`src/rtl/irq_ctl_pkg.sv`:
```
package irq_ctl_pkg;
  typedef enum logic [2:0] {
    OP_NONE = 3'd0,
    OP_EI   = 3'd1,
    OP_DI   = 3'd2,
    OP_RETN = 3'd3,
    OP_RETI = 3'd4,
    OP_TRAP = 3'd5,
    OP_RDI  = 3'd6
  } op_e;

  localparam logic [7:0] ADDR_MASK  = 8'h17;
  localparam logic [7:0] ADDR_VBASE = 8'h18;
  localparam logic [7:0] ADDR_TRAP  = 8'h19;
endpackage

```
`src/rtl/irq_flags.sv`:
```
module irq_flags
  import irq_ctl_pkg::*;
(
  input  logic clk,
  input  logic rst_n,
  input  op_e  op,
  input  logic nmi_fire,
  input  logic int_fire,
  output logic ief1,
  output logic ief2,
  output logic pv_valid,
  output logic pv_flag
);
  logic nxt1, nxt2;

  always_comb begin
    nxt1 = ief1;
    nxt2 = ief2;
    if (nmi_fire) begin
      nxt2 = ief1;
      nxt1 = 1'b0;
    end else if (int_fire) begin
      nxt1 = 1'b0;
    end else begin
      unique case (op)
        OP_EI:   begin nxt1 = 1'b1; nxt2 = 1'b1; end
        OP_DI:   begin nxt1 = 1'b0; nxt2 = 1'b0; end
        OP_RETN: nxt1 = ief2;
        OP_TRAP: nxt1 = 1'b0;
        default: ;
      endcase
    end
  end

  always_ff @(posedge clk or negedge rst_n) begin
    if (!rst_n) begin
      ief1     <= 1'b0;
      ief2     <= 1'b0;
      pv_valid <= 1'b0;
      pv_flag  <= 1'b0;
    end else begin
      ief1     <= nxt1;
      ief2     <= nxt2;
      pv_valid <= (op == OP_RDI);
      pv_flag  <= ief2;
    end
  end

  p_ei_sets_r2: assert property (@(posedge clk) disable iff (!rst_n)
    (op == OP_EI && !nmi_fire && !int_fire) |=> (ief1 && ief2));
  p_di_clears_r2: assert property (@(posedge clk) disable iff (!rst_n)
    (op == OP_DI && !nmi_fire && !int_fire) |=> (!ief1 && !ief2));
  p_nmi_copy_r3: assert property (@(posedge clk) disable iff (!rst_n)
    nmi_fire |=> (!ief1 && ief2 == $past(ief1)));
  p_retn_restore_r4: assert property (@(posedge clk) disable iff (!rst_n)
    (op == OP_RETN && !nmi_fire && !int_fire) |=> (ief1 == $past(ief2)));
  p_int_ack_r5: assert property (@(posedge clk) disable iff (!rst_n)
    (int_fire && !nmi_fire) |=> (!ief1 && $stable(ief2)));
  p_pv_report_r9: assert property (@(posedge clk) disable iff (!rst_n)
    (op == OP_RDI) |=> (pv_valid && pv_flag == $past(ief2)));
endmodule

```
`src/rtl/irq_gate.sv`:
```
module irq_gate #(
  parameter int N_IRQ = 4,
  localparam int IDW = (N_IRQ > 1) ? $clog2(N_IRQ) : 1
) (
  input  logic             clk,
  input  logic             rst_n,
  input  logic [N_IRQ-1:0] irq_in,
  input  logic [N_IRQ-1:0] mask,
  input  logic             ief1,
  input  logic             irq_ready,
  input  logic             nmi_in,
  input  logic             nmi_ready,
  output logic             irq_valid,
  output logic [IDW-1:0]   irq_id,
  output logic             int_fire,
  output logic             nmi_valid,
  output logic             nmi_fire
);
  logic [N_IRQ-1:0] gated;
  logic nmi_q, nmi_pend, nmi_rise;

  assign gated = ief1 ? (irq_in & mask) : '0;
  assign irq_valid = |gated;
  assign int_fire = irq_valid & irq_ready;

  always_comb begin
    irq_id = '0;
    for (int i = N_IRQ - 1; i >= 0; i--) begin
      if (gated[i]) irq_id = IDW'(i);
    end
  end

  assign nmi_rise  = nmi_in & ~nmi_q;
  assign nmi_valid = nmi_pend;
  assign nmi_fire  = nmi_pend & nmi_ready;

  always_ff @(posedge clk or negedge rst_n) begin
    if (!rst_n) begin
      nmi_q    <= 1'b0;
      nmi_pend <= 1'b0;
    end else begin
      nmi_q    <= nmi_in;
      nmi_pend <= nmi_rise | (nmi_pend & ~nmi_ready);
    end
  end

  p_blocked_off_r7: assert property (@(posedge clk) disable iff (!rst_n)
    !ief1 |-> !irq_valid);
  p_id_gated_r7: assert property (@(posedge clk) disable iff (!rst_n)
    irq_valid |-> (irq_in[irq_id] && mask[irq_id]));
  p_nmi_hold_r8: assert property (@(posedge clk) disable iff (!rst_n)
    (nmi_valid && !nmi_ready) |=> nmi_valid);
  p_nmi_edge_r8: assert property (@(posedge clk) disable iff (!rst_n)
    (nmi_in && !nmi_q) |=> nmi_valid);
endmodule

```
`src/rtl/irq_regs.sv`:
```
module irq_regs
  import irq_ctl_pkg::*;
#(
  parameter int N_IRQ   = 4,
  parameter int IREG_W  = 16,
  parameter int IREG_LO = 8,
  parameter int IO_W    = 8
) (
  input  logic              clk,
  input  logic              rst_n,
  input  logic              trap_evt,
  input  logic              ireg_we,
  input  logic              ireg_wide,
  input  logic [IREG_W-1:0] ireg_wdata,
  input  logic              ireg_rd_wide,
  output logic [IREG_W-1:0] ireg_rdata,
  input  logic [7:0]        io_addr,
  input  logic              io_we,
  input  logic [IO_W-1:0]   io_wdata,
  output logic [IO_W-1:0]   io_rdata,
  output logic [N_IRQ-1:0]  mask
);
  logic [IREG_W-1:0] ireg;
  logic [IO_W-1:0]   vbase, trapreg;

  always_ff @(posedge clk or negedge rst_n) begin
    if (!rst_n) begin
      ireg    <= '0;
      mask    <= '0;
      vbase   <= '0;
      trapreg <= '0;
    end else begin
      if (ireg_we) begin
        if (ireg_wide) ireg <= ireg_wdata;
        else           ireg[IREG_LO-1:0] <= ireg_wdata[IREG_LO-1:0];
      end
      if (io_we) begin
        unique case (io_addr)
          ADDR_MASK:  mask    <= io_wdata[N_IRQ-1:0];
          ADDR_VBASE: vbase   <= io_wdata;
          ADDR_TRAP:  trapreg <= io_wdata;
          default: ;
        endcase
      end
      if (trap_evt) trapreg[0] <= 1'b1;
    end
  end

  assign ireg_rdata = ireg_rd_wide ? ireg
                    : {{(IREG_W-IREG_LO){1'b0}}, ireg[IREG_LO-1:0]};

  always_comb begin
    unique case (io_addr)
      ADDR_MASK:  io_rdata = IO_W'(mask);
      ADDR_VBASE: io_rdata = vbase;
      ADDR_TRAP:  io_rdata = trapreg;
      default:    io_rdata = '0;
    endcase
  end

  p_narrow_keeps_hi_r10: assert property (@(posedge clk) disable iff (!rst_n)
    (ireg_we && !ireg_wide) |=> (ireg[IREG_W-1:IREG_LO] == $past(ireg[IREG_W-1:IREG_LO])));
  p_trap_bit_r5: assert property (@(posedge clk) disable iff (!rst_n)
    trap_evt |=> trapreg[0]);
endmodule

```
`src/rtl/irq_ctl_top.sv`:
```
module irq_ctl_top
  import irq_ctl_pkg::*;
#(
  parameter int N_IRQ   = 4,
  parameter int IREG_W  = 16,
  parameter int IREG_LO = 8,
  parameter int IO_W    = 8,
  localparam int IDW = (N_IRQ > 1) ? $clog2(N_IRQ) : 1
) (
  input  logic              clk,
  input  logic              rst_n,
  input  logic [2:0]        op,
  input  logic [N_IRQ-1:0]  irq_in,
  output logic              irq_valid,
  input  logic              irq_ready,
  output logic [IDW-1:0]    irq_id,
  input  logic              nmi_in,
  output logic              nmi_valid,
  input  logic              nmi_ready,
  output logic              en_primary,
  output logic              en_shadow,
  output logic              pv_valid,
  output logic              pv_flag,
  input  logic              ireg_we,
  input  logic              ireg_wide,
  input  logic [IREG_W-1:0] ireg_wdata,
  input  logic              ireg_rd_wide,
  output logic [IREG_W-1:0] ireg_rdata,
  input  logic [7:0]        io_addr,
  input  logic              io_we,
  input  logic [IO_W-1:0]   io_wdata,
  output logic [IO_W-1:0]   io_rdata
);
  op_e op_q;
  logic nmi_fire, int_fire;
  logic [N_IRQ-1:0] mask;

  assign op_q = op_e'(op);

  irq_flags u_flags (
    .clk(clk), .rst_n(rst_n), .op(op_q),
    .nmi_fire(nmi_fire), .int_fire(int_fire),
    .ief1(en_primary), .ief2(en_shadow),
    .pv_valid(pv_valid), .pv_flag(pv_flag)
  );

  irq_gate #(.N_IRQ(N_IRQ)) u_gate (
    .clk(clk), .rst_n(rst_n), .irq_in(irq_in), .mask(mask),
    .ief1(en_primary), .irq_ready(irq_ready),
    .nmi_in(nmi_in), .nmi_ready(nmi_ready),
    .irq_valid(irq_valid), .irq_id(irq_id), .int_fire(int_fire),
    .nmi_valid(nmi_valid), .nmi_fire(nmi_fire)
  );

  irq_regs #(.N_IRQ(N_IRQ), .IREG_W(IREG_W), .IREG_LO(IREG_LO), .IO_W(IO_W)) u_regs (
    .clk(clk), .rst_n(rst_n), .trap_evt(op_q == OP_TRAP),
    .ireg_we(ireg_we), .ireg_wide(ireg_wide), .ireg_wdata(ireg_wdata),
    .ireg_rd_wide(ireg_rd_wide), .ireg_rdata(ireg_rdata),
    .io_addr(io_addr), .io_we(io_we), .io_wdata(io_wdata),
    .io_rdata(io_rdata), .mask(mask)
  );

  p_ack_wins_r6: assert property (@(posedge clk) disable iff (!rst_n)
    (int_fire && op_q == OP_EI) |=> !en_primary);
  p_reset_quiet_r1: assert property (@(posedge clk)
    !rst_n |-> (!irq_valid && !nmi_valid));
endmodule

```
`config.mk`:
```
export PLATFORM = sky130hd
export DESIGN_NAME = irq_ctl_top
export DESIGN_NICKNAME = d
export VERILOG_FILES = /design/src/rtl/irq_ctl_pkg.sv /design/src/rtl/irq_flags.sv /design/src/rtl/irq_gate.sv /design/src/rtl/irq_regs.sv /design/src/rtl/irq_ctl_top.sv
export SDC_FILE = /design/constraint.sdc
export NUM_CORES = 1
export LEC_CHECK = 0
export ABC_CLOCK_PERIOD_IN_PS = 5200
export BUFFER_PORTS_ARGS = -buffer_cell sky130_fd_sc_hd__buf_2
export CORE_MARGIN = 2
export CORE_UTILIZATION = 44
export CTS_BUF_LIST = sky130_fd_sc_hd__clkbuf_16
export CTS_CLUSTER_DIAMETER = 50
export CTS_CLUSTER_SIZE = 25
export DETAILED_ROUTE_END_ITERATION = 8
export PLACE_DENSITY = 0.71
export SYNTH_ARGS = -nofsm -noshare
export SYNTH_HDL_FRONTEND = slang
export SYNTH_SLANG_ARGS = --single-unit
export TNS_END_PERCENT = 30
```
`constraint.sdc`:
```
create_clock -name clk -period 5.2 [get_ports clk]
set_clock_uncertainty 0.2 [all_clocks]
set_input_delay 1.04 -clock clk [delete_from_list [all_inputs] [get_ports clk]]
set_output_delay 1.04 -clock clk [all_outputs]
set_load 0.01 [all_outputs]
```
==> impl_metrics.ini, run 1 <==
[clock_tree]
cts_root_buf = clkbuf_16
clock_latency_ns = 0.27
postCtsSetupBuffers = 0
cts_tree = built
clkTransAtPathRegs_ns = 0.06
cts_resized = 0
clockBufferDepth = 2
cts-buffers-inserted = 5
holdBufCountCts = 0
cts_sinks = 42
htreeDepth = 2

[worst_setup_path]
path_class = input pin to output pin
crit_fanout = 8
arrival_ns = 3.01
crit_cells = 6
start_kind = input pin
cpMaxStageDelayCell = nor3_1
reg2reg_depth = 4
timing.rr.start = u_regs.mask[3]$_DFFE_PN0P_
worst_path_most_repeated_cell = buf_2
crit_family = simple AND/OR/NAND/NOR gates
regToRegSetupSlack_ns = 3.68
worst_setup_path_end_kind = output pin
r2r-end = u_flags.ief2$_DFFE_PN0P_
cp.required_ns = 3.96
path_buf_inv = 3
cpPeakStageDelay_ns = 0.73
path_cells = buf_2, or4b_1, nor3_1, a222oi_1, inv_1, buf_2

[final_layout]
fin_util_pct = 57.3
syn_to_final_growth_pct = 26.2
finalNonFillerCells = 281
drive_above_1_share_pct = 54.1
layout.nets = 277
antennaDiodeCount = 0
postLayoutCellArea_mm2 = 0.00248

[timing]
slew_viol_final = 0
finalSetupViolCount = 0
max_freq_ghz = 0.235
fin_tns_setup_ns = 0
post-route-period-util_pct = 81.7
final_hold_viol_count = 0
timing.slew.headroom_pct = 37.6
rsz0062_at_grt = false
max_slew.worst_pin.slew_ns = 0.929
min_period_ns = 4.25
hold_slack_ns = 0.227

[global_route]
grt_pass1_vias = 1427
track_usage_pct = 15.7
grt_pass1_wl_mm = 6.27
antenna_found_initial = 0
grt_max_degree = 43
grt_overflow = 0

[hold_path]
min_to = u_gate.nmi_valid$_DFF_PN0_
hold_class = flip-flop to flip-flop
hold_start = u_gate.nmi_q$_DFF_PN0_
whs_path_depth = 1

[routing]
routedLengthMet1_mm = 1.60
drc = 0
top_layer = met4
via_per_inst = 5.10
dr_wl_met2_mm = 1.72
vias = 1434
drt-initial-drc-count = 75
dr_wl_met3_um = 312
dr.pass1.iters = 4
wl_per_cell_um = 13.1
drtAntennaViolNets = 0
totalWireLength_mm = 3.67

[place]
gp_congestion = 0.770
port_buffers = 79
dp_cells = 274
place_hpwl_mm = 2.75
placed_area_mm2 = 0.00234

[run_status]
outcome = completed

[floorplanning]
core_area_mm2 = 0.00432
start_util_pct = 45.4
dieArea_mm2 = 0.00501
die_h_um = 70.8
rows = 24
ios = 80
die_w_um = 70.8

[power_and_ir_drop]
irDropWorstVdd_uv = 147
leakage_nw = 1.30
p_per_area_mw_per_mm2 = 306

[synthesis]
yosysTopAreaCellShare_pct = 53.5
synth_nets = 202
synth_area_leaders = dfrtp_1 54%, mux2_2 16%, mux2_4 5.4%
synth_top_cell_by_area = dfrtp_1
synth_ff_type = dfrtp_1
seq_area_frac_synth_pct = 53.5
ys_ff_latch = 42
synth-async-reset-ratio_pct = 100
synth_area_mm2 = 0.00196
postSynthCellCount = 154
syn_avg_cell_area_um2 = 12.8
synth_edf_count = 0
yosysWarnings = 0
ys_types = 29

[flow_run]
drv_cap = 0
routing by layer:
| layer | GRT usage (%) | vias to the layer above |
|---|---|---|
| li1 | - | 697 |
| met1 | 19.5 | 673 |
| met2 | 26.8 | 59 |
| met3 | 4.70 | 5 |
| met4 | 4.40 | 0 |
| met5 | 0 | - |
cells in the mapped netlist, drive strengths merged, types with 3 or more instances:
| master | count |
|---|---|
| inv | 8 |
| mux2 | 35 |
| nor3 | 3 |
| a22oi | 4 |
| nand2 | 17 |
| a22o | 4 |
| and2 | 8 |
| o211ai | 3 |
| dfrtp | 42 |
| buf | 10 |
| nor4 | 3 |
state kept, by name, summed over array words and instances, names as in the netlist:
signal and count:
u_regs.ireg 16, u_regs.trapreg 8, u_regs.vbase 8, u_regs.mask 4, u_flags.ief1 1, u_flags.ief2 1, u_flags.pv_flag 1, u_flags.pv_valid 1
u_gate.nmi_q 1, u_gate.nmi_valid 1
area by class of cell:
class / instances / area, µm²
clock buffers: 5 / 125
fillers: 384 / 1840
flip-flops and latches: 42 / 1050
repair buffers: 79 / 395
clock inverters: 2 / 10.0
multi-input cells: 93 / 803
well taps: 52 / 65.1
inverters: 8 / 30.0
worst max path at each step:
stage | from | to | slack [ns]
after floorplan | io_addr[7] | io_rdata[1] | 1.44
after global placement | io_addr[7] | io_rdata[3] | 0.98
after detailed placement | io_addr[7] | io_rdata[1] | 0.95
after CTS | io_addr[7] | io_rdata[1] | 0.94
after global routing | io_addr[7] | io_rdata[1] | 0.74
final | io_addr[7] | io_rdata[1] | 0.95
placed cells by master (no fill, tap or decap):
master / instances
clkinv_2: 2
a22o_1: 4
nand4_1: 1
or4_4: 1
o22ai_1: 1
or3b_1: 1
or4b_1: 1
nor4_4: 2
a31oi_1: 2
mux2_2: 28
clkbuf_16: 5
a222oi_1: 1
nand3_1: 2
buf_2: 79
mux2_4: 7
nor3b_1: 1
inv_1: 8
a22oi_1: 4
o211ai_1: 3
nor4_1: 1
nand2_1: 17
o21a_1: 1
mux2i_1: 1
a21oi_1: 2
and2_1: 8
a211oi_1: 1
nor3_1: 3
dfrtp_1: 42
logic make-up after synthesis:
family | Yosys count | share of synthesized area [%]
AO/OA/AOI/OAI | 19 | 7.20
buffers and inverters | 19 | 5.60
flip-flops | 42 | 53.5
multiplexers | 36 | 21.9
AND/OR/NAND/NOR | 38 | 11.8
through the flow:
stage,power (W),setup WS (ns)
floorplan,0.000438,1.44
global placement,0.000480,0.978
detailed placement,0.000483,0.946
CTS,0.000774,0.942
global route,0.000802,0.735
finish,0.000760,0.951
power by group:
| group | leakage, nW | switching, W | internal [W] | total (W) |
|---|---|---|---|---|
| clock | 0.0694 | 0.000112 | 0.000173 | 0.000285 |
| sequential | 0.531 | 0.0000156 | 0.000356 | 0.000372 |
| combinational | 0.697 | 0.0000485 | 0.0000550 | 0.000103 |
| total | 1.30 | 0.000176 | 0.000584 | 0.000760 |
Note: power is estimated with default switching activity, not from simulation.
==> run 2, diff against run 1 <==
--- a/config.mk
+++ b/config.mk
@@ -5,7 +5,7 @@
 export SDC_FILE = /design/constraint.sdc
 export NUM_CORES = 1
 export LEC_CHECK = 0
-export ABC_CLOCK_PERIOD_IN_PS = 5200
+export ABC_CLOCK_PERIOD_IN_PS = 4330
 export BUFFER_PORTS_ARGS = -buffer_cell sky130_fd_sc_hd__buf_2
 export CORE_MARGIN = 2
 export CORE_UTILIZATION = 44
==> constraint.sdc (replaced) <==
create_clock -name clk -period 4.33 [get_ports clk]
set_clock_uncertainty 0.2 [all_clocks]
set_input_delay 0.866 -clock clk [delete_from_list [all_inputs] [get_ports clk]]
set_output_delay 0.866 -clock clk [all_outputs]
set_load 0.01 [all_outputs]
==> impl_metrics.ini, run 2 (synthesized netlist as in run 1, its figures left out) <==
[place]
dp_cells = 276
port_buffers = 79
place_hpwl_mm = 2.78
gp_congestion = 0.774

[power_and_ir_drop]
irDropWorstVdd_uv = 240
p_per_area_mw_per_mm2 = 371
leakage_nw = 1.31

[final_layout]
antennaDiodeCount = 0
reg_top3 = u_regs.ireg (16), u_regs.trapreg (8), u_regs.vbase (8)
final_cell_mix = 79 x buf_2, 42 x dfrtp_1, 28 x mux2_2
finalNonFillerCells = 284
layout.nets = 279
syn_to_final_growth_pct = 27.6
final_common_cell = buf_2
drive_above_1_share_pct = 54.7
regMostFlops = u_regs.ireg
fin_util_pct = 58.0
largest_reg_flops = 16

[worst_setup_path]
path_cells = buf_2, or4b_1, nor4_4, a222oi_1, inv_1, buf_2
worst_setup_path_end_kind = output pin
start_kind = input pin
cp.required_ns = 3.26
arrival_ns = 2.35
worst_path_most_repeated_cell = buf_2
path_class = input pin to output pin
path_buf_inv = 3
crit_family = simple AND/OR/NAND/NOR gates
crit_fanout = 5
cpMaxStageDelayCell = or4b_1
cpPeakStageDelay_ns = 0.67

[clock_tree]
htreeDepth = 2
clock_latency_ns = 0.28
postCtsSetupBuffers = 0
cts_root_buf = clkbuf_16
holdBufCountCts = 0
cts_resized = 0
cts-buffers-inserted = 5
cts_tree = built
cts_sinks = 42
clkTransAtPathRegs_ns = 0.06
clockBufferDepth = 2

[routing]
dr.pass1.iters = 4
wl_per_cell_um = 12.8
vias = 1418
totalWireLength_mm = 3.64
drc = 0
via_per_inst = 4.99
drtAntennaViolNets = 0
drt-initial-drc-count = 76

[timing]
min_period_ns = 3.41
max_slew.worst_pin.slew_ns = 0.892
final_hold_viol_count = 0
rsz0062_at_grt = false
timing.slew.headroom_pct = 40.5
fin_tns_setup_ns = 0
hold_slack_ns = 0.232
finalSetupViolCount = 0
slew_viol_final = 0
post-route-period-util_pct = 78.8
max_freq_ghz = 0.293

[global_route]
grt_overflow = 0
grt_pass1_vias = 1397
grt_max_degree = 43
antenna_found_initial = 0
track_usage_pct = 15.4
grt_pass1_wl_mm = 6.00

[flow_run]
drv_cap = 0

[floorplanning]
ios = 80
rows = 24
core_area_mm2 = 0.00432
start_util_pct = 45.4
dieArea_mm2 = 0.00501
die_w_um = 70.8
die_h_um = 70.8

[hold_path]
hold_class = flip-flop to flip-flop

[run_status]
outcome = completed
-- run 2: cell count changes in the layout (fill, tap and decap cells not counted) --
cell / before / now
clkinv_2: 2 / 1
clkinv_4: 0 / 1
buf_4: 0 / 2
clkinvlp_4: 0 / 1
-- run 2: worst paths after layout --
path,from,endpoint,slack [ns],cells past startpoint
max,io_addr[7],io_rdata[1],0.92,6
min,u_gate.nmi_q$_DFF_PN0_,u_gate.nmi_valid$_DFF_PN0_,0.23,1
max reg2reg,u_regs.mask[3]$_DFFE_PN0P_,u_flags.ief2$_DFFE_PN0P_,2.81,4
min reg2reg,u_gate.nmi_q$_DFF_PN0_,u_gate.nmi_valid$_DFF_PN0_,0.23,1
max in group asynchronous,rst_n,u_regs.ireg[9]$_DFFE_PN0P_,2.86,1
min in group asynchronous,rst_n,u_regs.ireg[1]$_DFFE_PN0P_,0.51,1
-- run 2: layout make-up --
| cell class | instances | area (µm²) |
|---|---|---|
| Tap cell | 52 | 65.1 |
| Multi-Input combinational cell | 93 | 803 |
| Inverter | 8 | 30.0 |
| Clock buffer | 5 | 125 |
| Sequential cell | 42 | 1050 |
| Clock inverter | 3 | 21.3 |
| Timing Repair Buffer | 81 | 410 |
| Fill cell | 390 | 1820 |
-- run 2: power breakdown --
part,switching (W),internal [W]
Combinational,0.0000589,0.0000661
Sequential,0.0000195,0.000427
Clock,0.000144,0.000213
-- run 2: through the flow --
stage,worst slack (ns),instance area (µm²),power (W)
finish,0.918,2510,0.000929
global route,0.831,2510,0.000975
CTS,0.914,2510,0.000942
detailed placement,0.911,2360,0.000582
global placement,0.943,2360,0.000577
floorplan,0.916,1960,0.000525
-- run 2: routing by layer --
layer / GRT usage, % / routed length (µm) / vias to the layer above
met5: 0 / 0 / -
met4: 3.77 / 12 / 0
met3: 6.55 / 298 / 2
met2: 26.1 / 1710 / 58
met1: 18.1 / 1620 / 663
li1: - / - / 695
